`config.mk`:
```
export PLATFORM = sky130hd
export DESIGN_NAME = banked_irq_ctrl
export DESIGN_NICKNAME = d
export VERILOG_FILES = /design/src/rtl/bicu_pkg.sv /design/src/rtl/bicu_ctrl.sv /design/src/rtl/bicu_datapath.sv /design/src/rtl/banked_irq_ctrl.sv
export SDC_FILE = /design/constraint.sdc
export NUM_CORES = 1
export LEC_CHECK = 0
export BUFFER_PORTS_ARGS = -buffer_cell sky130_fd_sc_hd__buf_2
export CAP_MARGIN = 20
export CORE_MARGIN = 4
export CORE_UTILIZATION = 50
export CTS_BUF_LIST = sky130_fd_sc_hd__clkbuf_8
export DETAILED_ROUTE_END_ITERATION = 10
export GPL_ROUTABILITY_DRIVEN = 0
export PLACE_DENSITY = 0.7
export REMOVE_ABC_BUFFERS = 1
export SLEW_MARGIN = 25
export SYNTH_ARGS = -nofsm -noshare
export SYNTH_HDL_FRONTEND = slang
export SYNTH_HIERARCHICAL = 1
export SYNTH_SLANG_ARGS = --single-unit
```
`constraint.sdc`:
```
create_clock -name clk -period 4.6 [get_ports clk]
set_input_delay 0.69 -clock clk [delete_from_list [all_inputs] [get_ports clk]]
set_output_delay 0.69 -clock clk [all_outputs]
set_load 0.03 [all_outputs]
```
`src/rtl/bicu_pkg.sv`:
```
package bicu_pkg;
  typedef enum logic [2:0] {
    SEL_NONE,
    SEL_PEND,
    SEL_ENABLE,
    SEL_GATED,
    SEL_RAW,
    SEL_BLOCKED
  } regSel_e;

  typedef struct packed {
    logic    wrStrobe;
    logic    rdStrobe;
    regSel_e sel;
  } ctrlStrobe_t;
endpackage

```
`src/rtl/bicu_ctrl.sv`:
```
module bicu_ctrl
  import bicu_pkg::*;
#(
  parameter int NUM_BANKS   = 5,
  parameter int ADDR_W      = 8,
  parameter int BANK_STRIDE = 40,
  parameter int BANK_W      = 3
) (
  input  logic              regWe,
  input  logic              regRe,
  input  logic [ADDR_W-1:0] regAddr,
  output ctrlStrobe_t       strb,
  output logic [BANK_W-1:0] bankSel
);
  localparam int OFF_PEND    = 0;
  localparam int OFF_ENABLE  = 8;
  localparam int OFF_GATED   = 16;
  localparam int OFF_RAW     = 24;
  localparam int OFF_BLOCKED = 32;

  always_comb begin
    int      offs;
    logic    hit;
    regSel_e sel;
    offs    = 0;
    hit     = 1'b0;
    bankSel = '0;
    for (int b = 0; b < NUM_BANKS; b++) begin
      if (int'(regAddr) >= b * BANK_STRIDE && int'(regAddr) < (b + 1) * BANK_STRIDE) begin
        hit     = 1'b1;
        bankSel = BANK_W'(b);
        offs    = int'(regAddr) - b * BANK_STRIDE;
      end
    end
    case (offs)
      OFF_PEND:    sel = SEL_PEND;
      OFF_ENABLE:  sel = SEL_ENABLE;
      OFF_GATED:   sel = SEL_GATED;
      OFF_RAW:     sel = SEL_RAW;
      OFF_BLOCKED: sel = SEL_BLOCKED;
      default:     sel = SEL_NONE;
    endcase
    if (!hit) sel = SEL_NONE;
    strb.sel      = sel;
    strb.wrStrobe = regWe && (sel == SEL_PEND || sel == SEL_ENABLE);
    strb.rdStrobe = regRe;
  end
endmodule

```
`src/rtl/bicu_datapath.sv`:
```
module bicu_datapath
  import bicu_pkg::*;
#(
  parameter int NUM_BANKS = 5,
  parameter int SRC_W     = 32,
  parameter int IDX_W     = 5,
  parameter int BANK_W    = 3
) (
  input  logic                         clk,
  input  logic                         rstN,
  input  ctrlStrobe_t                  strb,
  input  logic [BANK_W-1:0]            bankSel,
  input  logic [SRC_W-1:0]             regWdata,
  input  logic [NUM_BANKS*SRC_W-1:0]   srcIn,
  output logic [SRC_W-1:0]             regRdata,
  output logic [NUM_BANKS-1:0]         irqReq,
  output logic [NUM_BANKS*IDX_W-1:0]   topIdx,
  output logic [NUM_BANKS*SRC_W-1:0]   statusAll,
  output logic [NUM_BANKS*SRC_W-1:0]   enableAll
);
  function automatic logic [IDX_W-1:0] msbIdx(input logic [SRC_W-1:0] v);
    logic [IDX_W-1:0] r;
    r = '0;
    for (int i = 0; i < SRC_W; i++) if (v[i]) r = IDX_W'(i);
    return r;
  endfunction

  logic [SRC_W-1:0] pendArr  [NUM_BANKS];
  logic [SRC_W-1:0] enArr    [NUM_BANKS];
  logic [SRC_W-1:0] rawArr   [NUM_BANKS];

  for (genvar b = 0; b < NUM_BANKS; b++) begin : g_bank
    logic [SRC_W-1:0] pend, en, raw, gated, clr;
    logic             req;
    logic [IDX_W-1:0] idx;
    logic             here;

    assign here  = (bankSel == BANK_W'(b));
    assign gated = pend & en;
    assign clr   = (strb.wrStrobe && strb.sel == SEL_PEND && here) ? regWdata : '0;

    always_ff @(posedge clk) begin
      if (!rstN) begin
        pend <= '0;
        en   <= '0;
        raw  <= '0;
        req  <= 1'b0;
        idx  <= '0;
      end else begin
        pend <= (pend & ~clr) | srcIn[b*SRC_W +: SRC_W];
        if (strb.wrStrobe && strb.sel == SEL_ENABLE && here) en <= regWdata;
        raw  <= srcIn[b*SRC_W +: SRC_W];
        req  <= |gated;
        idx  <= msbIdx(gated);
      end
    end

    assign pendArr[b]                 = pend;
    assign enArr[b]                   = en;
    assign rawArr[b]                  = raw;
    assign irqReq[b]                  = req;
    assign topIdx[b*IDX_W +: IDX_W]   = idx;
    assign statusAll[b*SRC_W +: SRC_W] = pend;
    assign enableAll[b*SRC_W +: SRC_W] = en;
  end

  always_ff @(posedge clk) begin
    if (!rstN) begin
      regRdata <= '0;
    end else if (strb.rdStrobe) begin
      case (strb.sel)
        SEL_PEND:    regRdata <= pendArr[bankSel];
        SEL_ENABLE:  regRdata <= enArr[bankSel];
        SEL_GATED:   regRdata <= pendArr[bankSel] & enArr[bankSel];
        SEL_RAW:     regRdata <= rawArr[bankSel];
        SEL_BLOCKED: regRdata <= pendArr[bankSel] & ~enArr[bankSel];
        default:     regRdata <= '0;
      endcase
    end
  end
endmodule

```
`src/rtl/banked_irq_ctrl.sv`:
```
module banked_irq_ctrl
  import bicu_pkg::*;
#(
  parameter int NUM_BANKS   = 5,
  parameter int SRC_W       = 32,
  parameter int ADDR_W      = 8,
  parameter int BANK_STRIDE = 40
) (
  input  logic                             clk,
  input  logic                             rstN,
  input  logic                             regWe,
  input  logic                             regRe,
  input  logic [ADDR_W-1:0]                regAddr,
  input  logic [SRC_W-1:0]                 regWdata,
  output logic [SRC_W-1:0]                 regRdata,
  input  logic [NUM_BANKS*SRC_W-1:0]       srcIn,
  output logic [NUM_BANKS-1:0]             irqReq,
  output logic [NUM_BANKS*$clog2(SRC_W)-1:0] topIdx
);
  localparam int IDX_W  = $clog2(SRC_W);
  localparam int BANK_W = (NUM_BANKS > 1) ? $clog2(NUM_BANKS) : 1;

  ctrlStrobe_t                 strb;
  logic [BANK_W-1:0]           bankSel;
  logic [NUM_BANKS*SRC_W-1:0]  statusAll;
  logic [NUM_BANKS*SRC_W-1:0]  enableAll;

  bicu_ctrl #(
    .NUM_BANKS(NUM_BANKS), .ADDR_W(ADDR_W), .BANK_STRIDE(BANK_STRIDE), .BANK_W(BANK_W)
  ) u_ctrl (
    .regWe(regWe), .regRe(regRe), .regAddr(regAddr), .strb(strb), .bankSel(bankSel)
  );

  bicu_datapath #(
    .NUM_BANKS(NUM_BANKS), .SRC_W(SRC_W), .IDX_W(IDX_W), .BANK_W(BANK_W)
  ) u_dp (
    .clk(clk), .rstN(rstN), .strb(strb), .bankSel(bankSel), .regWdata(regWdata),
    .srcIn(srcIn), .regRdata(regRdata), .irqReq(irqReq), .topIdx(topIdx),
    .statusAll(statusAll), .enableAll(enableAll)
  );
endmodule

```
**Word level (Yosys, flattened, before mapping)**

Cells that the tools add are included.

- Add/subtract/negate cells: 4
- Multipliers: 0
- Div/mod/pow operators: 0
- $lt $le $gt $ge: 10
- Equality and inequality tests: 13
- Shifts and indexed selects: 0
- Mux-type cells: 186
- Bitwise gates (word level): 24
- Reductions and logical operators: 25

Operator list:

| cell | count |
|---|---|
| 32-bit two-way mux | 15 |
| 5-bit two-way mux | 80 |
| 32-bit AND | 12 |
| 32-bit binary-select mux with 3-bit select | 3 |
| 32-bit inverter | 6 |
| 4-bit two-way mux | 40 |
| 32-bit bitwise OR | 5 |
| 32-bit one-hot mux with 5 select lines | 1 |
| 32-bit OR reduction | 5 |
| 3-bit two-way mux | 22 |
| 32-bit by 5-bit == test with 1-bit output (second input constant) | 2 |
| 32-bit by 4-bit == test with 1-bit output (second input constant) | 1 |
| 32-bit by 6-bit == test with 1-bit output (second input constant) | 1 |
| 32-bit logical NOT | 1 |
| 2-bit two-way mux | 12 |
| 8-bit by 7-bit subtractor with 9-bit output (second input constant) | 2 |
| 1-bit logical AND | 17 |
| 8-bit by 7-bit >= comparator with 1-bit output (second input constant) | 2 |
| 8-bit by 7-bit less-than comparator with 1-bit output (second input constant) | 2 |
| 8-bit less-than comparator (second input constant) | 2 |
| 3-bit one-hot mux with 5 select lines | 1 |
| 3-bit by 2-bit == test with 1-bit output (second input constant) | 4 |
| 1-bit two-way mux | 11 |
| 3-bit == test (second input constant) | 3 |
| 11 further kinds | 12 |

- Bits in registers: 542
- Bits in latches: 0
- Bits in writable memories: 0
- Bits in read-only memories: 0
- Bits of input ports: 204
- Output and inout bits: 62
- Memories: 0

**Depth between registers and ports, before layout**

- Depth after elaboration: 32
- Gate-level depth with buffers: 19

**Cells and area by module**

The synthesis kept the hierarchy.

By module, submodules not included:

| module | instances | cells each | area an instance (um2) | seq. area each (um2) |
|---|---|---|---|---|
| bicu_datapath | 1 | 2,756 | 24,398.4 | 10,850.4 |
| bicu_ctrl | 1 | 95 | 765.7 | 0.0 |

**Worst setup path before layout**

OpenSTA, ideal clock, no wires.

- Path kind: input-to-reg
- Start: in regAddr[6]
- End: reg u_dp.regRdata[23]
- Arrival: 3.837 ns
- Slack: 0.645 ns
- Stages on the path: 17
- Path buffers: 3
- Cell sequence: buf_6 -> clkinv_1 -> ha_1 -> nor4b_4 -> and3_1 -> o21a_1 -> a221oi_1 -> o21ai_1 -> or3_1 -> a21oi_1 -> buf_2 -> nand2_1 -> o2111a_1 -> buf_2 -> o21ai_0 -> a31oi_1 -> a32o_1

RTL lines:

| what | RTL line | text |
|---|---|---|
| start, declared | banked_irq_ctrl.sv:13 | `input logic [ADDR_W-1:0] regAddr,` |
| end signal, assigned | bicu_datapath.sv:72 | `SEL_PEND: regRdata <= pendArr[bankSel];` |
| end signal, assigned | bicu_datapath.sv:73 | `SEL_ENABLE: regRdata <= enArr[bankSel];` |
| end signal, assigned | bicu_datapath.sv:74 | `SEL_GATED: regRdata <= pendArr[bankSel] & enArr[bankSel];` |
| end, declared | bicu_datapath.sv:15 | `output logic [SRC_W-1:0] regRdata,` |

==> results.json <==
{
  "status": "completed",
  "finalPower_mw": 10.36,
  "setup_ws_ns": 0.5541,
  "drive_gt1_frac": 0.1632,
  "synth_area_per_cell_um2": 8.826,
  "antenna_found_initial": 1,
  "grt_max_degree": 172,
  "ys_seq_area_frac": 0.4312,
  "cts.clk_slew.worst_paths_ns": 0.06,
  "reg2reg_depth": 5,
  "cts_num_sinks": 542,
  "drc": 0,
  "synthCells": 2851,
  "dieArea_um2": 53980,
  "port_buffers": 265,
  "critPathKind": "in -> reg",
  "place_hpwl_um": 65140,
  "hold_buffers": 0,
  "cp_max_fo": 18,
  "setup_tns_ns": 0,
  "ios": 266,
  "r2r_start": "u_dp/g_bank[4].en[9]$_SDFFE_PN0P_",
  "tightestPinTransition_ns": 0.9150,
  "async_flop_share": 0,
  "slew_viol_final": 0,
  "critPathRequiredTime_ns": 5.18,
  "period_needed_ns": 4.046,
  "grt_pass1_wl_um": 135200,
  "crit_end": "u_dp/g_bank[2].pend[1]$_SDFF_PN0_",
  "relSlewSlack": 0.3900,
  "routed_wl_um": 91030,
  "area_delta_synth_final_pct": 14.54,
  "synthFlopType": "dfxtp_1",
  "ys_ff_latch": 542,
  "ys.warnings.count": 6,
  "drv_cap": 0,
  "synth_edf_count": 0,
  "die_h_um": 232.3,
  "p_leak_nw": 11.49,
  "drt_iter0_drc": 3320,
  "clk_path_buf_depth": 3,
  "num_vias": 23680,
  "power_density_nw_per_um2": 359.4,
  "clkLatencyLatePin_ns": 0.71,
  "reg2reg_to": "u_dp/g_bank[4].idx[0]$_SDFF_PN0_",
  "avgRoutedWirePerCell_um": 24.06,
  "die_x_um": 232.3,
  "setup_viol": 0,
  "crit_path_start_kind": "input port",
  "period_share": 0.8795,
  "synth.area.top_cells": "dfxtp_1 43%, nand2_1 7.9%, mux2i_1 7.4%, o21a_1 4.9%, a21oi_1 4.6%",
  "startpoint": "regAddr[5]",
  "antenna_cells": 0,
  "hold_viol": 0,
  "cts_tree": "yes",
  "ant_nets": 0,
  "timing.critical_path.arrival_ns": 4.62,
  "grtUsageTotal": 0.3230,
  "initial_core_util": 0.5098,
  "post_cts_buffers": 0,
  "grt_pass1_vias": 22900,
  "root_buffer": "clkbuf_8",
  "syn-cell-area_um2": 25160,
  "final_nets": 3268,
  "setup.worst_path.end_class": "flop",
  "synth_top_cell_by_area": "dfxtp_1",
  "irDropWorstVdd_uv": 216.4,
  "row_count": 81,
  "synth_top_area_share": 0.4312,
  "pre_cts_slack_ns": -0.05603,
  "globalRouteOverflowTotal": 0,
  "n_fill_cell": 4372,
  "cts_made_buffers": 90,
  "ctsResizeCount": 0,
  "rsz0062_at_grt": "false",
  "finalClockSkew_ns": 0.02681,
  "fmaxAchievable_mhz": 247.2,
  "min_path_type": "in -> reg",
  "core_area_um2": 49360,
  "ys_types": 85,
  "via_per_inst": 6.259,
  "hold_depth": 2,
  "drtPass1Iterations": 10,
  "r2r_slack_ns": 2.26,
  "cts-htree-levels": 3
}
state kept, by name (all words and copies together), names as in the netlist:
register	count
u_dp/g_bank.en	160
u_dp/g_bank.idx	25
u_dp/g_bank.pend	160
u_dp/regRdata	32
u_dp/g_bank.raw	160
u_dp/g_bank.req	5
synthesized netlist by cell type (19+ instances only):
cell type and instances:
a21boi_0 126, a21boi_1 35, a21o_1 26, a21oi_1 233, a22o_1 19, a22oi_1 37, a31oi_1 35, a32o_1 43
and2_1 172, buf_2 68, buf_4 19, clkbuf_1 127, dfxtp_1 542, mux2i_1 186, nand2_1 532, nand3_1 60
nor2_1 55, o21a_1 164, o21ai_0 43, o221ai_1 38, o22a_1 24, o22ai_1 35
worst min path at each step:
stage	start	end	slack, ns
after detailed placement	u_dp/g_bank[3].en[31]$_SDFFE_PN0P_	u_dp/g_bank[3].en[31]$_SDFFE_PN0P_	0.46
after global routing	srcIn[31]	u_dp/g_bank[0].pend[31]$_SDFF_PN0_	0.18
after CTS	srcIn[95]	u_dp/g_bank[2].raw[31]$_SDFF_PN0_	0.17
final	srcIn[134]	u_dp/g_bank[4].raw[6]$_SDFF_PN0_	0.21
after floorplan	u_dp/g_bank[2].en[26]$_SDFFE_PN0P_	u_dp/g_bank[2].en[26]$_SDFFE_PN0P_	0.44
after global placement	u_dp/g_bank[2].en[26]$_SDFFE_PN0P_	u_dp/g_bank[2].en[26]$_SDFFE_PN0P_	0.45
layout by cell type (no fill, tap or decap), types with 7 or more instances in the layout:
master,count
nor2_1,50
a22o_1,19
a21oi_1,231
nand4_1,9
o22ai_1,35
o21ai_0,43
buf_12,13
a32o_1,43
o21a_1,164
o211ai_1,7
buf_2,264
dfxtp_1,542
a221oi_1,16
buf_4,58
and2_1,172
o22a_1,24
ha_1,14
nand2b_1,8
a31oi_1,35
a21o_1,26
nor2b_1,10
clkinv_2,11
o21ai_1,7
o221ai_1,38
nand2_1,532
a32oi_1,14
mux2i_1,186
nand3_1,60
a21boi_1,35
a22oi_1,37
inv_1,42
a21boi_0,126
clkbuf_8,113
critical path, cell delays in order:
cell,delay (ns)
buf_2,0.18
inv_1,0.18
ha_1,0.17
inv_1,0.04
ha_1,0.20
or2_2,0.39
a311o_1,0.30
o311ai_0,0.11
a21oi_1,0.08
o211ai_1,0.56
a21oi_4,0.08
nor3b_2,0.27
nand3b_1,0.37
nor3b_4,0.31
buf_4,0.32
a21boi_0,0.17
o21a_1,0.19
metrics by stage:
| step | utilization | hold WS, ns | area (um^2) | cells |
|---|---|---|---|---|
| finish | 0.5840 | 0.2056 | 28820 | 3783 |
| floorplan | - | 0.4415 | 24080 | 2622 |
| global route | 0.5840 | 0.1782 | 28820 | 3783 |
| global placement | 0.5481 | 0.4520 | 27050 | 3622 |
| detailed placement | 0.5481 | 0.4600 | 27050 | 3622 |
| CTS | 0.5840 | 0.1687 | 28820 | 3783 |
layout make-up:
cell class / instances / area (um^2) / share of cell area
clock buffers: 113 / 1555 / 0.05396
clock inverters: 48 / 217.7 / 0.007553
inverters: 16 / 65.06 / 0.002257
multi-input cells: 2064 / 13270 / 0.4605
flip-flops and latches: 542 / 10850 / 0.3765
well taps: 664 / 830.8 / 0.02882
repair buffers: 336 / 2032 / 0.07050
report_power, final:
group / total, mW / switching, mW / internal [mW]
sequential: 5.04 / 0.167 / 4.88
combinational: 1.13 / 0.673 / 0.456
clock: 4.19 / 1.98 / 2.21
total: 10.4 / 2.82 / 7.54
layer usage:
layer	global-route usage	vias up	wire length, um
met3	0.06084	392	8674
met2	0.5184	1530	41390
met1	0.4119	11150	35230
met4	0.1752	2	5730
li1	-	10610	-
met5	0	-	12
cells by family (layout without fill, tap and decap cells):
group / after synthesis / count (layout) / synth area share
compound gates: 961 / 961 / 0.2708
xor+xnor: 3 / 3 / 0.001044
fa+ha+maj: 14 / 14 / 0.006961
buf+inv: 245 / 513 / 0.04540
flops: 542 / 542 / 0.4312
mux: 192 / 192 / 0.07936
simple gates: 894 / 894 / 0.1652
(Power assumes the default switching activity.)
